<file path="config.mk">
export PLATFORM = sky130hd
export DESIGN_NAME = nic_irq_summary
export DESIGN_NICKNAME = d
export VERILOG_FILES = /design/src/rtl/nic_irq_summary.sv
export SDC_FILE = /design/constraint.sdc
export NUM_CORES = 1
export LEC_CHECK = 0
export BUFFER_PORTS_ARGS = -buffer_cell sky130_fd_sc_hd__buf_4
export CAP_MARGIN = 20
export CORE_MARGIN = 4
export CORE_UTILIZATION = 53
export DETAILED_ROUTE_END_ITERATION = 6
export PLACE_DENSITY = 0.86
export SLEW_MARGIN = 10
export SYNTH_ARGS = -nofsm -noshare
export SYNTH_HDL_FRONTEND = slang
export SYNTH_SLANG_ARGS = --single-unit
</file>
<file path="constraint.sdc">
create_clock -name clk -period 3 [get_ports clk]
set_input_delay 0.6 -clock clk [delete_from_list [all_inputs] [get_ports clk]]
set_output_delay 0.6 -clock clk [all_outputs]
set_load 0.01 [all_outputs]
</file>
<file path="src/rtl/nic_irq_summary.sv">
module nic_irq_summary #(
  parameter logic [31:0] STATUS_RST = 32'hF000_0000,
  parameter logic [31:0] ENABLE_RST = 32'hF3FE_0000
) (
  input  logic        clk,
  input  logic        rst_n,
  input  logic [31:0] evt_i,
  input  logic        reg_wr_i,
  input  logic        reg_sel_i,
  input  logic [31:0] reg_wdata_i,
  output logic [31:0] reg_rdata_o,
  output logic        irq_o
);
  localparam logic [31:0] NORM_MASK = 32'h0000_4845;
  localparam logic [31:0] ABN_MASK  = 32'h0800_37BA;
  localparam logic [31:0] EVT_MASK  = NORM_MASK | ABN_MASK;
  localparam int          AIS_BIT   = 15;
  localparam int          NIS_BIT   = 16;
  localparam logic [31:0] FIXED     = STATUS_RST & ~EVT_MASK & ~(32'h3 << AIS_BIT);

  logic [31:0] ev_q, en_q, ev_d, en_d, clr;
  logic        nis_q, ais_q;

  assign clr  = (reg_wr_i && !reg_sel_i) ? reg_wdata_i : 32'h0;
  assign ev_d = ((ev_q & ~clr) | evt_i) & EVT_MASK;
  assign en_d = (reg_wr_i && reg_sel_i) ? reg_wdata_i : en_q;

  always_ff @(posedge clk or negedge rst_n) begin
    if (!rst_n) begin
      ev_q  <= STATUS_RST & EVT_MASK;
      en_q  <= ENABLE_RST;
      nis_q <= 1'b0;
      ais_q <= 1'b0;
    end else begin
      ev_q  <= ev_d;
      en_q  <= en_d;
      nis_q <= |(ev_d & en_d & NORM_MASK);
      ais_q <= |(ev_d & en_d & ABN_MASK);
    end
  end

  logic [31:0] status;
  assign status = FIXED | ev_q | ({31'h0, nis_q} << NIS_BIT) | ({31'h0, ais_q} << AIS_BIT);

  assign reg_rdata_o = reg_sel_i ? en_q : status;
  assign irq_o       = (nis_q & en_q[NIS_BIT]) | (ais_q & en_q[AIS_BIT]);
endmodule


</file>
==> results of run 1 <==
sequential cells by signal, summed over array words and instances, names as in the netlist:
register / count
en_q: 32
ev_q: 16
ais_q: 1
nis_q: 1
cell usage after synthesis, drive strengths merged:
| master | count | area (µm²) |
|---|---|---|
| a211o | 1 | 8.76 |
| a21o | 16 | 120 |
| a21oi | 15 | 75.1 |
| a22o | 1 | 8.76 |
| and2 | 10 | 62.6 |
| buf | 12 | 62.6 |
| clkbuf | 3 | 11.3 |
| dfrtp | 37 | 926 |
| dfstp | 13 | 342 |
| mux2 | 50 | 563 |
| nand2 | 17 | 63.8 |
| nand2b | 4 | 25.0 |
| nand3 | 1 | 5.00 |
| nand3b | 15 | 113 |
| nor2 | 13 | 48.8 |
| nor2b | 1 | 6.26 |
| nor3 | 12 | 60.1 |
| nor4 | 2 | 12.5 |
| o21ai | 2 | 10.0 |
| o22a | 2 | 17.5 |
| o22ai | 13 | 81.3 |
| o32ai | 2 | 17.5 |
where the power goes:
group	leakage, nW	internal (mW)	switching [mW]
Sequential	0.529	0.768	0.0528
Clock	0.0472	0.186	0.219
Combinational	0.843	0.227	0.177
per-layer routing:
metal  track usage  vias to the layer above  wire length, µm
met5             0                        -                0
met4        0.0542                        0               46
met3        0.0344                        6              485
met2         0.324                       87             2780
met1         0.265                     1004             2560
li1              -                     1040                -
stage by stage:
step	power (mW)	setup WS, ns
2_1_floorplan	1.04	1.05
3_3_place_gp	1.23	0.667
3_5_place_dp	1.24	0.671
4_1_cts	1.65	0.671
5_1_grt	1.72	0.612
6_report	1.63	0.681
worst max-delay path, delay by kind of cell:
family,cells,cell delay [ns]
buffers and inverters,3,0.74
muxes,1,0.37
worst paths after layout:
check                           depth (start not counted)  slack [ns]       from        endpoint
worst min-delay path                                    1        0.31      rst_n         ev_q[1]
worst max-delay path                                    4        0.68  reg_sel_i  reg_rdata_o[3]
worst min register to register                          1        0.49   en_q[26]        en_q[26]
worst max register to register                          4        1.69    en_q[9]           ais_q
min in group clk                                        2        0.49  evt_i[10]        ev_q[10]
max in group asynchronous                               1        2.28      rst_n         ev_q[9]
area by class of cell:
cell class / instances / area (µm²) / share of cell area
multi-input cells: 177 / 1300 / 0.381
flip-flops and latches: 50 / 1270 / 0.371
repair buffers: 89 / 668 / 0.196
well taps: 67 / 83.8 / 0.0245
clock buffers: 6 / 82.6 / 0.0242
clock inverters: 2 / 12.5 / 0.00366
cell families after synthesis:
logic type / after synthesis / synth area share
compound gates: 52 / 0.128
buf+inv: 15 / 0.0280
flops: 50 / 0.480
mux: 50 / 0.213
simple gates: 75 / 0.150
==> out/results.ini, run 1 <==
[outcome]
run_status=finished clean

[worst_setup_path]
worst_path_cell_with_the_longest_stage_delay=sky130_fd_sc_hd__mux2_2
critPathRequiredTime_ns=2.40
timing.critical_path.cells=buf_4 -> buf_4 -> mux2_2 -> buf_4
crit_type=in -> out
cp_max_fo=26
timing.critical_path.arrival_ns=1.72
cp_common_cell=sky130_fd_sc_hd__buf_4
critical-path-max-stage-delay_ns=0.37
endpoint_kind=output pin
start_kind=primary input

[cts]
cts.sink_count=50
post_cts_resize_count=0
cts_root_buf=sky130_fd_sc_hd__clkbuf_8
h_tree_lvls=2
postCtsSetupRepairBufs=0
numCtsBuffers=5
tritoncts=built
worst_setup_hold_path_clk_slew_ns=0.09
cts_buffer_depth=2
cts_hold_repair.buffers=0
worst_skew_pair.late_latency_ns=0.30

[synthesis]
fraction_of_the_yosys_area_taken_by_sequential_cells=0.480
syn-mean-instance-area_um2=10.9
ys_seq_elements=50
synth_cell_type_count=24
synth_area_mm2=0.00264
synthesis.yosys.warnings=0
synth_fp_nets=310
post_synth_inst_count=242

[cells_and_area]
layout_common_cells=sky130_fd_sc_hd__buf_4 (89), sky130_fd_sc_hd__mux2_1 (37), sky130_fd_sc_hd__dfrtp_1 (37)
post_route_cells_drive_above_1_share=0.383
layout.nets=391
area.growth.synth_to_final_pct=29.4
fill_cells=390
antenna_cells_inserted=0
stdcell_count=391
finalCoreUtilization=0.714
layout.cell_area.non_filler_mm2=0.00342
layout_commonest_cell=sky130_fd_sc_hd__buf_4

[routing]
drc_errors=0
vias_per_cell=5.47
drtAntennaViolNets=0
initialDrtViolationCount=169
average_routed_wire_per_standard_cell_um=15.0
drt-total-wl_mm=5.87
dr_total_vias=2137
firstDrtPassIters=4

[timing]
final-max-slew-violation-count=0
timing.max_slew.rel_slack=0.592
finalCriticalPeriod_ns=2.32
timing.final.hold_violations=0
worst_hold_margin_ns=0.307
layout_worst_path_cycle_share=0.773
final.setup.tns_ns=0
fmax_ghz=0.431
rsz0062_at_grt=no
timing.clock.skew_ns=0.00289
final_setup_violation_count=0
worst_slew_pin_slew_ns=0.612

[place]
placed_area_mm2=0.00332
place_congestion=0.784
dpl.hpwl_mm=4.22
port_buffers=84
total_instance_count_after_detailed_placement=383

[global_routing]
grt_max_degree=51
grt_first_pass_wirelength_mm=9.83
first_global_vias=2125
track_usage=0.196
global_route.overflow_total=0
antenna_found_initial=0

[floorplan]
num_rows=25
die_height_um=78.6
floorplan.die_area_mm2=0.00617
initial_util=0.552
die_wd_um=78.6
io_pins=101
design.core.area_mm2=0.00479

[flow_run]
max_cap_viol_count=0

[power]
leakagePower_nw=1.42
maximum_vdd_drop_mv=0.296
powerDensity_mw_per_mm2=477

[min_path]
hp-class=in -> async

(Power assumes the default switching activity.)
==> run 2, diff against run 1 <==
--- a/config.mk
+++ b/config.mk
@@ -5,12 +5,13 @@
 export SDC_FILE = /design/constraint.sdc
 export NUM_CORES = 1
 export LEC_CHECK = 0
+export ABC_AREA = 1
 export BUFFER_PORTS_ARGS = -buffer_cell sky130_fd_sc_hd__buf_4
 export CAP_MARGIN = 20
 export CORE_MARGIN = 4
-export CORE_UTILIZATION = 53
+export CORE_UTILIZATION = 43
 export DETAILED_ROUTE_END_ITERATION = 6
-export PLACE_DENSITY = 0.86
+export PLACE_DENSITY = 0.76
 export SLEW_MARGIN = 10
 export SYNTH_ARGS = -nofsm -noshare
 export SYNTH_HDL_FRONTEND = slang
==> constraint.sdc (replaced) <==
create_clock -name clk -period 1.9 [get_ports clk]
set_input_delay 0.38 -clock clk [delete_from_list [all_inputs] [get_ports clk]]
set_output_delay 0.38 -clock clk [all_outputs]
set_load 0.01 [all_outputs]
==> run 2 against run 1 <==
Against the previous run:
- count of clock-buffer cells in the layout decreased by 1
- via count decreased by 2.3%
- synthesized cell count increased by 24%
- utilization decreased by 13 points
- first-iteration DRC count decreased by 28%
- synthesized area decreased by 8.4%
- sequential power increased by 53%
- global-route usage decreased by 2.7 points
- clock skew increased by 0.0033 ns
- clock power increased by 53%
- worst setup slack got worse by 0.39 ns
- register-to-register slack got worse by 0.75 ns
- critical path type unchanged
==> out/results.ini, run 2 <==
[global_routing]
grt_max_degree=51  ; unchanged
antenna_found_initial=0  ; unchanged
groute.layer.met1.usage=0.211  ; -0.0541
global_route.overflow_total=0  ; unchanged
first_global_vias=2077  ; -2.3%
track_usage=0.169  ; -0.0273
grt_first_pass_wirelength_mm=9.60  ; -2.2%
gr-usage-met3=0.0565  ; +0.0221
gr-max-usage-layer=met2
global_route.usage.met2=0.286  ; -0.0378

[worst_setup_path]
critical-path-max-stage-delay_ns=0.26  ; -0.11 ns
reg2reg_setup_slack_ns=0.94  ; -0.75 ns
length_in_cells_of_the_worst_reg_to_reg_path=6  ; +2
cp_num_buf_inv=4  ; +1
cp_max_fo=16  ; -38%
crit_type=in -> out
worstSetupStartpoint=reg_sel_i
endpoint_kind=output pin
cp_common_cell=sky130_fd_sc_hd__buf_4
start_kind=primary input
path_depth=6  ; +2
critical_path.top_delay_family=buffers and inverters
worst_setup_path_endpoint=reg_rdata_o[15]
worst_path_cell_with_the_longest_stage_delay=sky130_fd_sc_hd__buf_4
regToRegEndpoint=ais_q
timing.critical_path.cells=buf_4 -> inv_2 -> buf_4 -> nand2_1 -> nand2_1 -> buf_4
timing.critical_path.arrival_ns=1.23  ; -0.49 ns
critPathRequiredTime_ns=1.52  ; -0.88 ns
regToRegStartpoint=en_q[9]

[outcome]
run_status=finished clean

[floorplan]
num_rows=27  ; +8.0%
io_pins=101  ; unchanged
floorplan.die_area_mm2=0.00689  ; +12%
die_wd_um=83.0  ; +5.6%
die_height_um=83.0  ; +5.6%
design.core.area_mm2=0.00547  ; +14%
initial_util=0.442  ; -0.110

[cts]
post_cts_resize_count=0  ; unchanged
worst_setup_hold_path_clk_slew_ns=0.10  ; about the same
cts.sink_count=50  ; unchanged
numCtsBuffers=5  ; unchanged
cts_buffer_depth=2  ; unchanged
cts_hold_repair.buffers=0  ; unchanged
tritoncts=built
h_tree_lvls=2  ; unchanged
cts_root_buf=sky130_fd_sc_hd__clkbuf_8
worst_skew_pair.late_latency_ns=0.30  ; about the same
postCtsSetupRepairBufs=0  ; unchanged

[synthesis]
fraction_of_the_yosys_area_taken_by_sequential_cells=0.524  ; +0.0440
post_synth_main_area_contributors=sky130_fd_sc_hd__dfrtp_1 (38%), sky130_fd_sc_hd__nand2_1 (21%), sky130_fd_sc_hd__dfstp_2 (14%)
synthesis.yosys.warnings=0  ; unchanged
ys_seq_elements=50  ; unchanged
post-synth-top-area-fraction=0.383  ; +0.0321
synth_fp_nets=369  ; +19%
synth_cell_type_count=18  ; -25%
syn-mean-instance-area_um2=8.04  ; -26%
synth_async_sr_flop_share=1.00  ; unchanged
synth_common_cells=sky130_fd_sc_hd__nand2_1 (138), sky130_fd_sc_hd__dfrtp_1 (37), sky130_fd_sc_hd__inv_1 (36)
synthMostInstantiatedCell=sky130_fd_sc_hd__nand2_1
synth_edf_count=0  ; unchanged
post_synth_inst_count=301  ; +24%
yosys_most_used_dff=sky130_fd_sc_hd__dfrtp_1
synth_top_cell_by_area=sky130_fd_sc_hd__dfrtp_1
synth_area_mm2=0.00242  ; -8.4%

[place]
place_congestion=0.769  ; -1.8%
port_buffers=84  ; unchanged
placed_area_mm2=0.00312  ; -6.1%
dpl.hpwl_mm=4.16  ; -1.2%

[min_path]
hp-class=in -> async

[timing]
finalCriticalPeriod_ns=1.61
rsz0062_at_grt=no
worst_slew_pin_slew_ns=0.608  ; -0.00433 ns
fmax_ghz=0.622
timing.max_slew.rel_slack=0.595  ; +0.00289
timing.final.hold_violations=0  ; unchanged
timing.clock.skew_ns=0.00620  ; +0.00331 ns
layout_worst_path_cycle_share=0.846
final-max-slew-violation-count=0  ; unchanged
final.setup.tns_ns=0  ; unchanged
final_setup_violation_count=0  ; unchanged

[cells_and_area]
layout.nets=452  ; +16%
layout.cell_area.non_filler_mm2=0.00321  ; -6.1%
max_ffs_per_register=32  ; unchanged
area.growth.synth_to_final_pct=32.6
largest_registers=en_q x32, ev_q x16
layout_commonest_cell=sky130_fd_sc_hd__nand2_1
post_route_cells_drive_above_1_share=0.345  ; -0.0373
layout_common_cells=sky130_fd_sc_hd__nand2_1 (138), sky130_fd_sc_hd__buf_4 (88), sky130_fd_sc_hd__dfrtp_1 (37)
top_register=en_q
antenna_cells_inserted=0  ; unchanged

[flow_run]
max_cap_viol_count=0  ; unchanged

[routing]
average_routed_wire_per_standard_cell_um=12.3  ; -18%
drt-total-wl_mm=5.61  ; -4.4%
initialDrtViolationCount=122  ; -28%
drtAntennaViolNets=0  ; unchanged
firstDrtPassIters=4  ; unchanged
vias_per_cell=4.57  ; -16%
drc_errors=0  ; unchanged
dr_total_vias=2088  ; -2.3%

[power]
maximum_vdd_drop_mv=0.375  ; +27%
powerDensity_mw_per_mm2=768  ; +61%
leakagePower_nw=1.79  ; +26%

run 2: changes by cell type in the layout (fill, tap and decap cells not counted), sizes merged, moves of 8 or more:
| cell | before | now |
|---|---|---|
| nand2 | 17 | 138 |
| o21ai | 2 | 13 |
| o22ai | 13 | 0 |
| mux2 | 50 | 16 |
| nor2 | 13 | 5 |
| a21o | 16 | 0 |
| and2 | 10 | 0 |
| a21oi | 15 | 2 |
| inv | 0 | 38 |
| nor3 | 12 | 0 |
| nand3 | 1 | 21 |
| nand3b | 15 | 0 |
run 2: cells by family after synthesis:
group	synth area share
multiplexers	0.0745
buffers and inverters	0.0869
flip-flops	0.524
AO/OA/AOI/OAI	0.0362
AND/OR/NAND/NOR	0.278
run 2: report_power, final:
part | switching, mW | internal, mW
Combinational | 0.290 | 0.294
Clock | 0.359 | 0.260
Sequential | 0.0543 | 1.21
run 2: layer usage:
metal	routed length, µm	vias to the layer above
li1	-	1085
met1	2520	932
met2	2690	67
met3	366	4
met4	29	0
met5	0	-
run 2: layout make-up:
class | instances | area (µm²)
clock buffer | 5 | 68.8
inverter | 37 | 139
sequential | 50 | 1270
tap | 72 | 90.1
timing repair buffer | 89 | 681
multi-input combinational | 201 | 941
fill | 519 | 2270
clock inverter | 3 | 20.0
run 2: worst min path at each step:
stage	slack, ns	to	cells past startpoint	from
2_1_floorplan	0.08	ais_q	0	rst_n
3_3_place_gp	0.43	ev_q[1]	1	rst_n
3_5_place_dp	0.44	ev_q[1]	1	rst_n
4_1_cts	0.11	ev_q[13]	1	rst_n
5_1_grt	0.13	ev_q[13]	1	rst_n
6_report	0.09	ev_q[13]	1	rst_n
run 2: worst reg2reg max path: stages, from the launching register on:
cell and delay [ns]:
sky130_fd_sc_hd__dfrtp_1 0.39, sky130_fd_sc_hd__nand2_1 0.06, sky130_fd_sc_hd__nand2_1 0.06, sky130_fd_sc_hd__nand2_1 0.06, sky130_fd_sc_hd__nand2_1 0.05, sky130_fd_sc_hd__nor2_1 0.14
sky130_fd_sc_hd__nand3_1 0.09
run 2: per-stage QoR:
stage	hold slack (ns)	util	power (mW)	std cells	setup slack [ns]
6_report	0.0852	0.586	2.46	457	0.293
4_1_cts	0.107	0.586	2.49	457	0.287
5_1_grt	0.134	0.586	2.62	457	0.196
3_5_place_dp	0.438	0.570	1.87	449	0.226
2_1_floorplan	0.0844	-	1.58	301	0.430
3_3_place_gp	0.432	0.570	1.85	449	0.252
